## config.mk

```make
export PLATFORM = sky130hd
export DESIGN_NAME = ext_bus_mux
export DESIGN_NICKNAME = d
export VERILOG_FILES = /design/src/rtl/ext_bus_pkg.sv /design/src/rtl/bus_access_decode.sv /design/src/rtl/addr_pin_mux.sv /design/src/rtl/data_pin_mux.sv /design/src/rtl/read_capture.sv /design/src/rtl/ext_bus_mux.sv
export SDC_FILE = /design/constraint.sdc
export NUM_CORES = 1
export LEC_CHECK = 0
export ABC_AREA = 0
export CAP_MARGIN = 15
export CORE_AREA = 2 2 59 61
export DETAILED_ROUTE_END_ITERATION = 10
export DIE_AREA = 0 0 61 63
export DONT_BUFFER_PORTS = 1
export SETUP_SLACK_MARGIN = 0.05
export SYNTH_ARGS = -nofsm -noshare
export SYNTH_HDL_FRONTEND = slang
export SYNTH_SLANG_ARGS = --single-unit
```

## constraint.sdc

```tcl
create_clock -name clk -period 1.45 [get_ports clk]
set_clock_uncertainty 0.05 [all_clocks]
set_input_delay 0.2175 -clock clk [delete_from_list [all_inputs] [get_ports clk]]
set_output_delay 0.2175 -clock clk [all_outputs]
set_load 0.01 [all_outputs]
```

## src/rtl/ext_bus_pkg.sv

```systemverilog
package ext_bus_pkg;

   // Classification of the current access as seen by the pins
   typedef enum logic [1:0] {
      ACC_PORT   = 2'd0,   // bus not selected: plain port pass-through
      ACC_HIDDEN = 2'd1,   // on-chip hit in normal mode: masked with ones
      ACC_EXT    = 2'd2,   // external memory cycle
      ACC_TRACE  = 2'd3    // on-chip hit exposed in trace mode
   } acc_kind_e;

   function automatic acc_kind_e classify(input logic sel_lo,
                                          input logic sel_hi,
                                          input logic trace,
                                          input logic onchip);
      if (!(sel_lo && sel_hi)) return ACC_PORT;
      if (!onchip)             return ACC_EXT;
      if (trace)               return ACC_TRACE;
      return ACC_HIDDEN;
   endfunction

endpackage

```

## src/rtl/bus_access_decode.sv

```systemverilog
module bus_access_decode
   import ext_bus_pkg::*;
(
   input  logic      sel_lo,
   input  logic      sel_hi,
   input  logic      trace,
   input  logic      onchip,
   output acc_kind_e kind
);

   always_comb begin
      kind = classify(sel_lo, sel_hi, trace, onchip);
   end

endmodule

```

## src/rtl/addr_pin_mux.sv

```systemverilog
module addr_pin_mux
   import ext_bus_pkg::*;
#(
   parameter int PORT_W  = 8,
   parameter int N_PORTS = 2,
   localparam int ADDR_W = PORT_W * N_PORTS
)(
   input  acc_kind_e                      kind,
   input  logic [ADDR_W-1:0]              addr,
   input  logic [N_PORTS-1:0][PORT_W-1:0] reg_out,
   input  logic [N_PORTS-1:0][PORT_W-1:0] reg_dir,
   output logic [N_PORTS-1:0][PORT_W-1:0] pin_out,
   output logic [N_PORTS-1:0][PORT_W-1:0] pin_oe
);

   if (PORT_W < 1) begin : g_bad_width
      $error("addr_pin_mux: PORT_W must be at least 1");
   end
   if (N_PORTS < 1) begin : g_bad_ports
      $error("addr_pin_mux: N_PORTS must be at least 1");
   end

   // Each port carries one byte lane of the address, lowest lane on port 0
   for (genvar g = 0; g < N_PORTS; g++) begin : g_lane
      always_comb begin
         unique case (kind)
            ACC_PORT: begin
               pin_out[g] = reg_out[g];
               pin_oe[g]  = reg_dir[g];
            end
            ACC_HIDDEN: begin
               pin_out[g] = '1;
               pin_oe[g]  = '1;
            end
            default: begin
               pin_out[g] = addr[g*PORT_W +: PORT_W];
               pin_oe[g]  = '1;
            end
         endcase
      end
   end

endmodule

```

## src/rtl/data_pin_mux.sv

```systemverilog
module data_pin_mux
   import ext_bus_pkg::*;
#(
   parameter int DATA_W = 8
)(
   input  acc_kind_e         kind,
   input  logic              phi2,
   input  logic              rd,
   input  logic [DATA_W-1:0] wdata,
   input  logic [DATA_W-1:0] int_rdata,
   input  logic [DATA_W-1:0] reg_out,
   input  logic [DATA_W-1:0] reg_dir,
   output logic [DATA_W-1:0] pin_out,
   output logic [DATA_W-1:0] pin_oe
);

   if (DATA_W < 1) begin : g_bad_width
      $error("data_pin_mux: DATA_W must be at least 1");
   end

   always_comb begin
      pin_out = '0;
      pin_oe  = '0;
      unique case (kind)
         ACC_PORT: begin
            pin_out = reg_out;
            pin_oe  = reg_dir;
         end
         ACC_HIDDEN: begin
            pin_out = '1;
            pin_oe  = '1;
         end
         ACC_EXT: begin
            if (phi2 && !rd) begin
               pin_out = wdata;
               pin_oe  = '1;
            end
         end
         ACC_TRACE: begin
            if (phi2) begin
               pin_out = rd ? int_rdata : wdata;
               pin_oe  = '1;
            end
         end
         default: ;
      endcase
   end

endmodule

```

## src/rtl/read_capture.sv

```systemverilog
module read_capture
   import ext_bus_pkg::*;
#(
   parameter int DATA_W = 8
)(
   input  logic              clk,
   input  logic              rst_n,
   input  acc_kind_e         kind,
   input  logic              rd,
   input  logic              phi2,
   input  logic [DATA_W-1:0] pin_in,
   output logic [DATA_W-1:0] rdata
);

   logic phi2_q;
   logic take;

   always_ff @(posedge clk or negedge rst_n) begin
      if (!rst_n) phi2_q <= 1'b0;
      else        phi2_q <= phi2;
   end

   assign take = (kind == ACC_EXT) && rd && phi2_q && !phi2;

   always_ff @(posedge clk or negedge rst_n) begin
      if (!rst_n)    rdata <= '0;
      else if (take) rdata <= pin_in;
   end

   // a PHI2 fall of an external read loads the pin value
   a_r8_capture: assert property (@(posedge clk) disable iff (!rst_n)
      take |=> rdata == $past(pin_in));

   // captured data holds on every other edge
   a_r10_hold: assert property (@(posedge clk) disable iff (!rst_n)
      !take |=> $stable(rdata));

endmodule

```

## src/rtl/ext_bus_mux.sv

```systemverilog
module ext_bus_mux
   import ext_bus_pkg::*;
#(
   parameter int PORT_W  = 8,
   parameter int N_ADDR  = 2,
   localparam int ADDR_W = PORT_W * N_ADDR
)(
   input  logic              clk,
   input  logic              rst_n,
   input  logic              cfg_bus_lo,
   input  logic              cfg_bus_hi,
   input  logic              cfg_trace,
   input  logic [ADDR_W-1:0] cpu_addr,
   input  logic [PORT_W-1:0] cpu_wdata,
   input  logic              cpu_rd,
   input  logic              cpu_onchip,
   input  logic [PORT_W-1:0] int_rdata,
   input  logic              phi2,
   input  logic [PORT_W-1:0] p0_reg_out,
   input  logic [PORT_W-1:0] p0_reg_dir,
   input  logic [PORT_W-1:0] p1_reg_out,
   input  logic [PORT_W-1:0] p1_reg_dir,
   input  logic [PORT_W-1:0] p2_reg_out,
   input  logic [PORT_W-1:0] p2_reg_dir,
   input  logic [PORT_W-1:0] p2_pin_in,
   output logic [PORT_W-1:0] p0_pin_out,
   output logic [PORT_W-1:0] p0_pin_oe,
   output logic [PORT_W-1:0] p1_pin_out,
   output logic [PORT_W-1:0] p1_pin_oe,
   output logic [PORT_W-1:0] p2_pin_out,
   output logic [PORT_W-1:0] p2_pin_oe,
   output logic [PORT_W-1:0] ext_rdata
);

   if (N_ADDR != 2) begin : g_bad_addr
      $error("ext_bus_mux: the address bus spans exactly two ports");
   end

   acc_kind_e                     kind;
   logic [N_ADDR-1:0][PORT_W-1:0] a_reg_out, a_reg_dir, a_pin_out, a_pin_oe;
   logic                          bus_on;

   assign bus_on    = cfg_bus_lo && cfg_bus_hi;
   assign a_reg_out = {p1_reg_out, p0_reg_out};
   assign a_reg_dir = {p1_reg_dir, p0_reg_dir};

   bus_access_decode u_decode (
      .sel_lo (cfg_bus_lo),
      .sel_hi (cfg_bus_hi),
      .trace  (cfg_trace),
      .onchip (cpu_onchip),
      .kind   (kind)
   );

   addr_pin_mux #(.PORT_W(PORT_W), .N_PORTS(N_ADDR)) u_addr (
      .kind    (kind),
      .addr    (cpu_addr),
      .reg_out (a_reg_out),
      .reg_dir (a_reg_dir),
      .pin_out (a_pin_out),
      .pin_oe  (a_pin_oe)
   );

   assign p0_pin_out = a_pin_out[0];
   assign p0_pin_oe  = a_pin_oe[0];
   assign p1_pin_out = a_pin_out[1];
   assign p1_pin_oe  = a_pin_oe[1];

   data_pin_mux #(.DATA_W(PORT_W)) u_data (
      .kind      (kind),
      .phi2      (phi2),
      .rd        (cpu_rd),
      .wdata     (cpu_wdata),
      .int_rdata (int_rdata),
      .reg_out   (p2_reg_out),
      .reg_dir   (p2_reg_dir),
      .pin_out   (p2_pin_out),
      .pin_oe    (p2_pin_oe)
   );

   read_capture #(.DATA_W(PORT_W)) u_capture (
      .clk    (clk),
      .rst_n  (rst_n),
      .kind   (kind),
      .rd     (cpu_rd),
      .phi2   (phi2),
      .pin_in (p2_pin_in),
      .rdata  (ext_rdata)
   );

   // without both select bits the ports pass through
   a_r1_passthru: assert property (@(posedge clk) disable iff (!rst_n)
      !bus_on |-> (p2_pin_out == p2_reg_out && p2_pin_oe == p2_reg_dir
                   && p0_pin_oe == p0_reg_dir && p1_pin_oe == p1_reg_dir));

   // address pins always drive in bus mode
   a_r2_addr_drive: assert property (@(posedge clk) disable iff (!rst_n)
      bus_on |-> (&{p1_pin_oe, p0_pin_oe}));

   // masked on-chip access shows ones everywhere
   a_r3_hide: assert property (@(posedge clk) disable iff (!rst_n)
      (bus_on && !cfg_trace && cpu_onchip)
         |-> (&{p1_pin_out, p0_pin_out, p2_pin_out, p2_pin_oe}));

   // trace mode exposes the real address
   a_r5_trace_addr: assert property (@(posedge clk) disable iff (!rst_n)
      (bus_on && cfg_trace) |-> {p1_pin_out, p0_pin_out} == cpu_addr);

   // data bus floats in PHI2 low unless the access is masked
   a_r6_float: assert property (@(posedge clk) disable iff (!rst_n)
      (bus_on && !phi2 && !(cpu_onchip && !cfg_trace)) |-> p2_pin_oe == '0);

   // external write drives write data in PHI2 high
   a_r7_ext_write: assert property (@(posedge clk) disable iff (!rst_n)
      (bus_on && !cpu_onchip && phi2 && !cpu_rd)
         |-> (p2_pin_out == cpu_wdata && (&p2_pin_oe)));

   // external read never drives the data pins
   a_r8_read_float: assert property (@(posedge clk) disable iff (!rst_n)
      (bus_on && !cpu_onchip && cpu_rd) |-> p2_pin_oe == '0);

   // traced internal read shows on-chip data in PHI2 high
   a_r9_trace_read: assert property (@(posedge clk) disable iff (!rst_n)
      (bus_on && cfg_trace && cpu_onchip && phi2 && cpu_rd)
         |-> p2_pin_out == int_rdata);

endmodule

```

**Word-level counts from Yosys, hierarchy flattened**

Cells that the tools add are included.

- Word-level logic and storage cells: 35
- Flip-flop bits (word level): 9
- Bits of input ports: 96
- Output and inout port bits: 56

- Multiplexer cells: 22
- Equal/unequal tests: 3
- Reductions and logical operators: 8

Operators by type and width:

| operator | number |
|---|---|
| 8-bit case mux with 4 select lines | 2 |
| 8-bit two-way mux | 7 |
| 8-bit case mux with 2 select lines | 2 |
| 2-bit two-way mux | 6 |
| 1-bit logical AND | 5 |
| 1-bit two-way mux | 5 |
| 2-bit == test (second input constant) | 2 |
| 2-bit by 1-bit == test with 1-bit output (second input constant) | 1 |
| 1-bit zero test | 2 |
| 2-bit zero test | 1 |

**Depth between registers and ports, before layout**

- Word-level depth: 11
- Gate-level depth with buffers: 5
- Depth with buffers taken out: 3

**Modules after synthesis**

A second synthesis with hierarchy kept.

- Cell total of the unflattened synthesis: 145
- Area, all modules: 1046.0 µm²

Modules (own cells, without submodules):

| module | cells each | area each (µm²) | instances | seq. area each (µm²) |
|---|---|---|---|---|
| read_capture | 19 | 369.1 | 1 | 225.2 |
| addr_pin_mux | 72 | 352.8 | 1 | 0.0 |
| data_pin_mux | 50 | 305.3 | 1 | 0.0 |
| bus_access_decode | 4 | 18.8 | 1 | 0.0 |

**Worst setup path after synthesis**

OpenSTA, ideal clock, no wires.

- Kind: input-to-reg
- Start point: input cpu_onchip
- End point: register u_capture.rdata[0]
- Setup slack: -0.033 ns
- Arrival time: 1.308 ns
- Buffers on the path: 1
- Library setup time: 0.125 ns
- Stages: 4
- Data required time: 1.275 ns
- Cells stage by stage: buf_6 nor2b_1 nor4_4 mux2_2

- Cells in the longest elaborated chain, start to end: 9
- Elaborated cells between the ends (all ways): 11
- Those cells by class: eq/ne: 1; mux: 7; reduce/logical: 3

Ends and longest elaborated chain:

| what | line | text |
|---|---|---|
| from (decl) | ext_bus_mux.sv:16 | `input logic cpu_onchip,` |
| 2-bit two-way mux | ext_bus_pkg.sv:16 | `if (!onchip) return ACC_EXT;` |
| 2-bit two-way mux | ext_bus_pkg.sv:17 | `if (trace) return ACC_TRACE;` |
| 2-bit two-way mux | ext_bus_pkg.sv:18 | `return ACC_HIDDEN;` |
| 2-bit two-way mux * | ext_bus_pkg.sv:17 |  |
| 2-bit two-way mux * | ext_bus_pkg.sv:16 |  |
| 2-bit == test * | read_capture.sv:23 | `assign take = (kind == ACC_EXT) && rd && phi2_q && !phi2;` |
| 1-bit logical AND * (3 in a row) | read_capture.sv:23 |  |
| to (signal assigned) | read_capture.sv:27 | `else if (take) rdata <= pin_in;` |
| to (decl) | read_capture.sv:12 | `output logic [DATA_W-1:0] rdata` |

Mark *: on every way between the ends. The rest lies on a longest branch, timed or not. The select of a mux whose other input is x is not followed.
A chain may end at the register's enable or synchronous reset.

**Worst setup path in the final report**

- Start point: input cfg_bus_lo
- End point: output p2_pin_out[3]

- Cells in the longest elaborated chain, start to end: 4
- Elaborated cells between the ends (all ways): 7
- Those cells by class: eq/ne: 3; mux: 2; reduce/logical: 2

Ends and longest elaborated chain:

| what | line | text |
|---|---|---|
| from (decl) | ext_bus_mux.sv:10 | `input logic cfg_bus_lo,` |
| 1-bit logical AND * | ext_bus_pkg.sv:15 | `if (!(sel_lo && sel_hi)) return ACC_PORT;` |
| 2-bit two-way mux * | ext_bus_pkg.sv:16 |  |
| 2-bit == test (tied with other cells) | data_pin_mux.sv:24 | `unique case (kind)` |
| 8-bit case mux with 4 select lines * | data_pin_mux.sv:24 |  |
| to (decl) | ext_bus_mux.sv:30 | `output logic [PORT_W-1:0] p2_pin_out,` |

Mark *: on every way between the ends. The rest lies on a longest branch, timed or not.

==> flow_summary.html <==
<table>
<tr><th>Metric</th><th>Value</th></tr>
<tr><th colspan="2">Min path</th></tr>
<tr><td>Tightest Hold Check Type</td><td>in2reg</td></tr>
<tr><td>Hold path endpoint</td><td>u_capture.rdata[2]</td></tr>
<tr><td>Instance count along the most critical hold path</td><td>1</td></tr>
<tr><td>Hold Startpoint</td><td>p2_pin_in[2]</td></tr>
<tr><th colspan="2">Floorplan</th></tr>
<tr><td>I/O pin count</td><td>152</td></tr>
<tr><td>Die Footprint</td><td>3840 um^2</td></tr>
<tr><td>Row cnt</td><td>21</td></tr>
<tr><td>Vertical die dimension</td><td>63 um</td></tr>
<tr><td>Initial cell density of the core</td><td>29.3%</td></tr>
<tr><td>Core Area</td><td>3230 um^2</td></tr>
<tr><td>Width of the die</td><td>61 um</td></tr>
<tr><th colspan="2">Detailed routing</th></tr>
<tr><td>Detail Route Antenna Nets</td><td>0</td></tr>
<tr><td>Pre-Repair DR Iteration Count</td><td>4</td></tr>
<tr><td>Total via count in the routed design</td><td>1,011</td></tr>
<tr><td>Ratio of routed vias to standard cells</td><td>5.52</td></tr>
<tr><td>Drt initial violations</td><td>48</td></tr>
<tr><td>Per-cell routed wire length</td><td>19.1 um</td></tr>
<tr><td>Post-route DRC violation count</td><td>0</td></tr>
<tr><td>Aggregate routed wire length</td><td>3500 um</td></tr>
<tr><th colspan="2">Pwr</th></tr>
<tr><td>Final Power</td><td>877 uW</td></tr>
<tr><td>Largest vdd supply drop</td><td>0.602 mV</td></tr>
<tr><td>Cell area power density</td><td>717 nW/um^2</td></tr>
<tr><td>LEAKAGE</td><td>0.512 nW</td></tr>
<tr><th colspan="2">Placement</th></tr>
<tr><td>PortBufs</td><td>0</td></tr>
<tr><td>Weighted congestion reported at the end of routability-driven placement</td><td>0.872</td></tr>
<tr><th colspan="2">Synth</th></tr>
<tr><td>Leading register cell type out of synthesis</td><td>dfrtp_1</td></tr>
<tr><td>Yosys reg bits</td><td>9</td></tr>
<tr><td>Portion of the post-synthesis area used by sequential elements</td><td>23.8%</td></tr>
<tr><td>Area fraction of the dominant cell type after synthesis</td><td>23.8%</td></tr>
<tr><td>Most area-consuming cells after synthesis</td><td>dfrtp_1 24%, o22a_1 15%, nand2b_1 12%, mux2_2 9.5%, o32a_1 7.4%</td></tr>
<tr><td>Area of the mapped netlist</td><td>947 um^2</td></tr>
<tr><td>EDFF count, synth</td><td>0</td></tr>
<tr><td>Synth async-reset ratio</td><td>100%</td></tr>
<tr><td>Synthesized instance count</td><td>119</td></tr>
<tr><td>Netlist cell types</td><td>22</td></tr>
<tr><td>Syn_nets</td><td>215</td></tr>
<tr><td>Biggest area consumer among synthesized cells</td><td>dfrtp_1</td></tr>
<tr><td>Ys Warns</td><td>0</td></tr>
<tr><td>Syn Area/Cell</td><td>7.96 um^2</td></tr>
<tr><th colspan="2">Worst setup path</th></tr>
<tr><td>Required arrival time at the worst endpoint</td><td>1.18 ns</td></tr>
<tr><td>Reg-to-Reg Start</td><td>u_capture.phi2_q</td></tr>
<tr><td>Worst flop-to-flop path endpoint</td><td>u_capture.rdata[3]</td></tr>
<tr><td>Data arrival time at the worst-slack endpoint</td><td>1.07 ns</td></tr>
<tr><td>Flop2flop setup slack</td><td>0.15 ns</td></tr>
<tr><td>Type of origin of the critical path</td><td>input port</td></tr>
<tr><td>Length in cells of the worst reg-to-reg path</td><td>4</td></tr>
<tr><td>Critical path fanouts, max</td><td>23</td></tr>
<tr><td>Endpoint class of the critical path</td><td>primary output</td></tr>
<tr><td>Critical setup path kind</td><td>in2out</td></tr>
<tr><th colspan="2">Cells and area</th></tr>
<tr><td>Total Nets Final</td><td>234</td></tr>
<tr><td>Filler cell count</td><td>350</td></tr>
<tr><td>Area overhead of the layout relative to synthesis</td><td>29.2%</td></tr>
<tr><td>Ratio of cells with drive above 1 in the final layout</td><td>28.5%</td></tr>
<tr><td>Diode insertion count for antenna repair</td><td>0</td></tr>
<tr><th colspan="2">STA</th></tr>
<tr><td>Slew @ Worst Pin</td><td>0.390 ns</td></tr>
<tr><td>Minimum clock period</td><td>1.34 ns</td></tr>
<tr><td>Number of failing hold endpoints at the final stage</td><td>0</td></tr>
<tr><td>Post-Route Setup TNS</td><td>0 ns</td></tr>
<tr><td>Unrepaired setup endpoints after global routing</td><td>true</td></tr>
<tr><td>Peak clock frequency supported by timing</td><td>0.747 GHz</td></tr>
<tr><td>Remaining max-slew budget at the tightest pin</td><td>73.9%</td></tr>
<tr><td>Setup-failing EPs final</td><td>0</td></tr>
<tr><td>Final clock period utilization by the worst path</td><td>92.4%</td></tr>
<tr><td>Final number of max-transition violations</td><td>0</td></tr>
<tr><th colspan="2">Clock tree</th></tr>
<tr><td>TritonCTS clock tree</td><td>built</td></tr>
<tr><td>Deepest level of the CTS H-tree</td><td>1</td></tr>
<tr><td>Number of sinks handled by clock tree synthesis</td><td>9</td></tr>
<tr><td>Largest buffer count on any clock path</td><td>2</td></tr>
<tr><td>Clock root buffer master</td><td>clkbuf_4</td></tr>
<tr><td>Clock network latency to the later pin of the worst-skew pair</td><td>0.25 ns</td></tr>
<tr><td>Clock transition at the registers of the reported paths</td><td>0.06 ns</td></tr>
<tr><td>Clock buffer count from CTS</td><td>3</td></tr>
<tr><th colspan="2">GRT</th></tr>
<tr><td>Maximum number of pins on one net before global-route repair</td><td>25</td></tr>
<tr><td>Remaining Overflow, GRT</td><td>0</td></tr>
<tr><td>Number of global-route vias before repair</td><td>1,038</td></tr>
<tr><td>Initial antenna violation count</td><td>0</td></tr>
<tr><td>Total GRT Usage</td><td>16.9%</td></tr>
<tr><td>Global-route wire length before repair</td><td>4980 um</td></tr>
<tr><th colspan="2">Job</th></tr>
<tr><td>Max-capacitance violation count</td><td>0</td></tr>
<tr><th colspan="2">Outcome</th></tr>
<tr><td>Outcome</td><td>completed</td></tr>
</table>
## cell families after synthesis
group	Yosys count	share of synthesized area, %
buffers and inverters	11	5.28
DFF	9	23.8
muxes	8	9.51
AOI/OAI and AO/OA	36	29.3
and+or+nand+nor	55	32.1
## layer usage
metal	global-route usage [%]	routed length, um
met1	19.5	1300
met2	29.8	1830
met3	4.55	361
met4	4.35	12
met5	0	0
## worst max-delay path, cell delays in order
cell and delay [ns]:
nand2_1 0.09, buf_12 0.16, buf_4 0.19, nor3_1 0.07, o32a_1 0.34
## cell usage after synthesis, drive strengths merged, types with 3 or more instances
cell	n
buf	3
nor3	7
o22a	16
o32a	7
a21oi	3
nand2b	18
clkbuf	7
o21ai	9
mux2	8
and2	8
nand2	17
dfrtp	9
## cell usage in the layout (no fill, tap or decap)
cell type       n
dfrtp_1         9
a21o_1          1
nor3_2          2
o21ai_1         1
a21oi_1         3
dlygate4sd3_1   2
nor3_1          5
o21ai_0         8
o22a_1         16
nand3_1         1
and2_0          3
nand2b_4        1
o32a_1          7
mux2_4          1
and2_1          5
inv_1           1
nor2b_1         1
nor4_4          1
buf_4          19
nand2b_1       17
clkinv_2        1
nor2_1          1
buf_12          2
buf_6           1
clkbuf_4        3
nor2b_2         1
mux2_2          7
nand2_1        17
## registers in the layout, summed over array words and instances, names as in the netlist
signal	flops
u_capture.rdata	8
u_capture.phi2_q	1
## stage by stage
stage | cell area [um^2] | setup slack (ns) | hold WS, ns | std cells | util, %
6_report | 1220 | 0.111 | 0.0517 | 183 | 37.9
5_1_grt | 1220 | 0.0469 | 0.0401 | 183 | 37.9
4_1_cts | 1210 | 0.0682 | 0.0416 | 183 | 37.4
3_5_place_dp | 1160 | 0.00462 | -0.128 | 177 | 35.9
3_3_place_gp | 1160 | 0.0398 | -0.128 | 177 | 35.9
2_1_floorplan | 965 | 0.00358 | -0.128 | 119 | -
## report_power, final
group,total [mW],internal [mW],switching (mW)
sequential,0.336,0.291,0.0444
combinational,0.352,0.171,0.181
clock,0.189,0.102,0.0877
## timing repair
action                                  in CTS  in global routing
setup buffers                                0                  0
gates resized for setup                      0                  4
hold buffers                                 2                  0
endpoints found under the setup margin       0                 11
endpoints found under the hold margin       10                  0
## worst max path at each step
stage | startpoint | slack [ns] | to | cells after the start
4_1_cts | u_capture.phi2_q | 0.07 | u_capture.rdata[3] | 4
2_1_floorplan | cpu_onchip | 0.004 | u_capture.rdata[0] | 4
3_3_place_gp | cfg_bus_lo | 0.04 | u_capture.rdata[6] | 5
6_report | cfg_bus_lo | 0.11 | p2_pin_out[3] | 5
5_1_grt | cfg_bus_lo | 0.05 | p2_pin_out[7] | 5
3_5_place_dp | cfg_bus_lo | 0.005 | u_capture.rdata[3] | 5
## cell type report
type | instances | area [um^2] | area share [%]
multi-input cells | 99 | 696 | 56.9
flip-flops and latches | 9 | 225 | 18.4
repair buffers | 24 | 214 | 17.5
well taps | 46 | 57.6 | 4.70
clock buffers | 3 | 22.5 | 1.84
clock inverters | 1 | 5.00 | 0.409
inverters | 1 | 3.75 | 0.307
No activity file was read; power rests on OpenSTA's default activity.
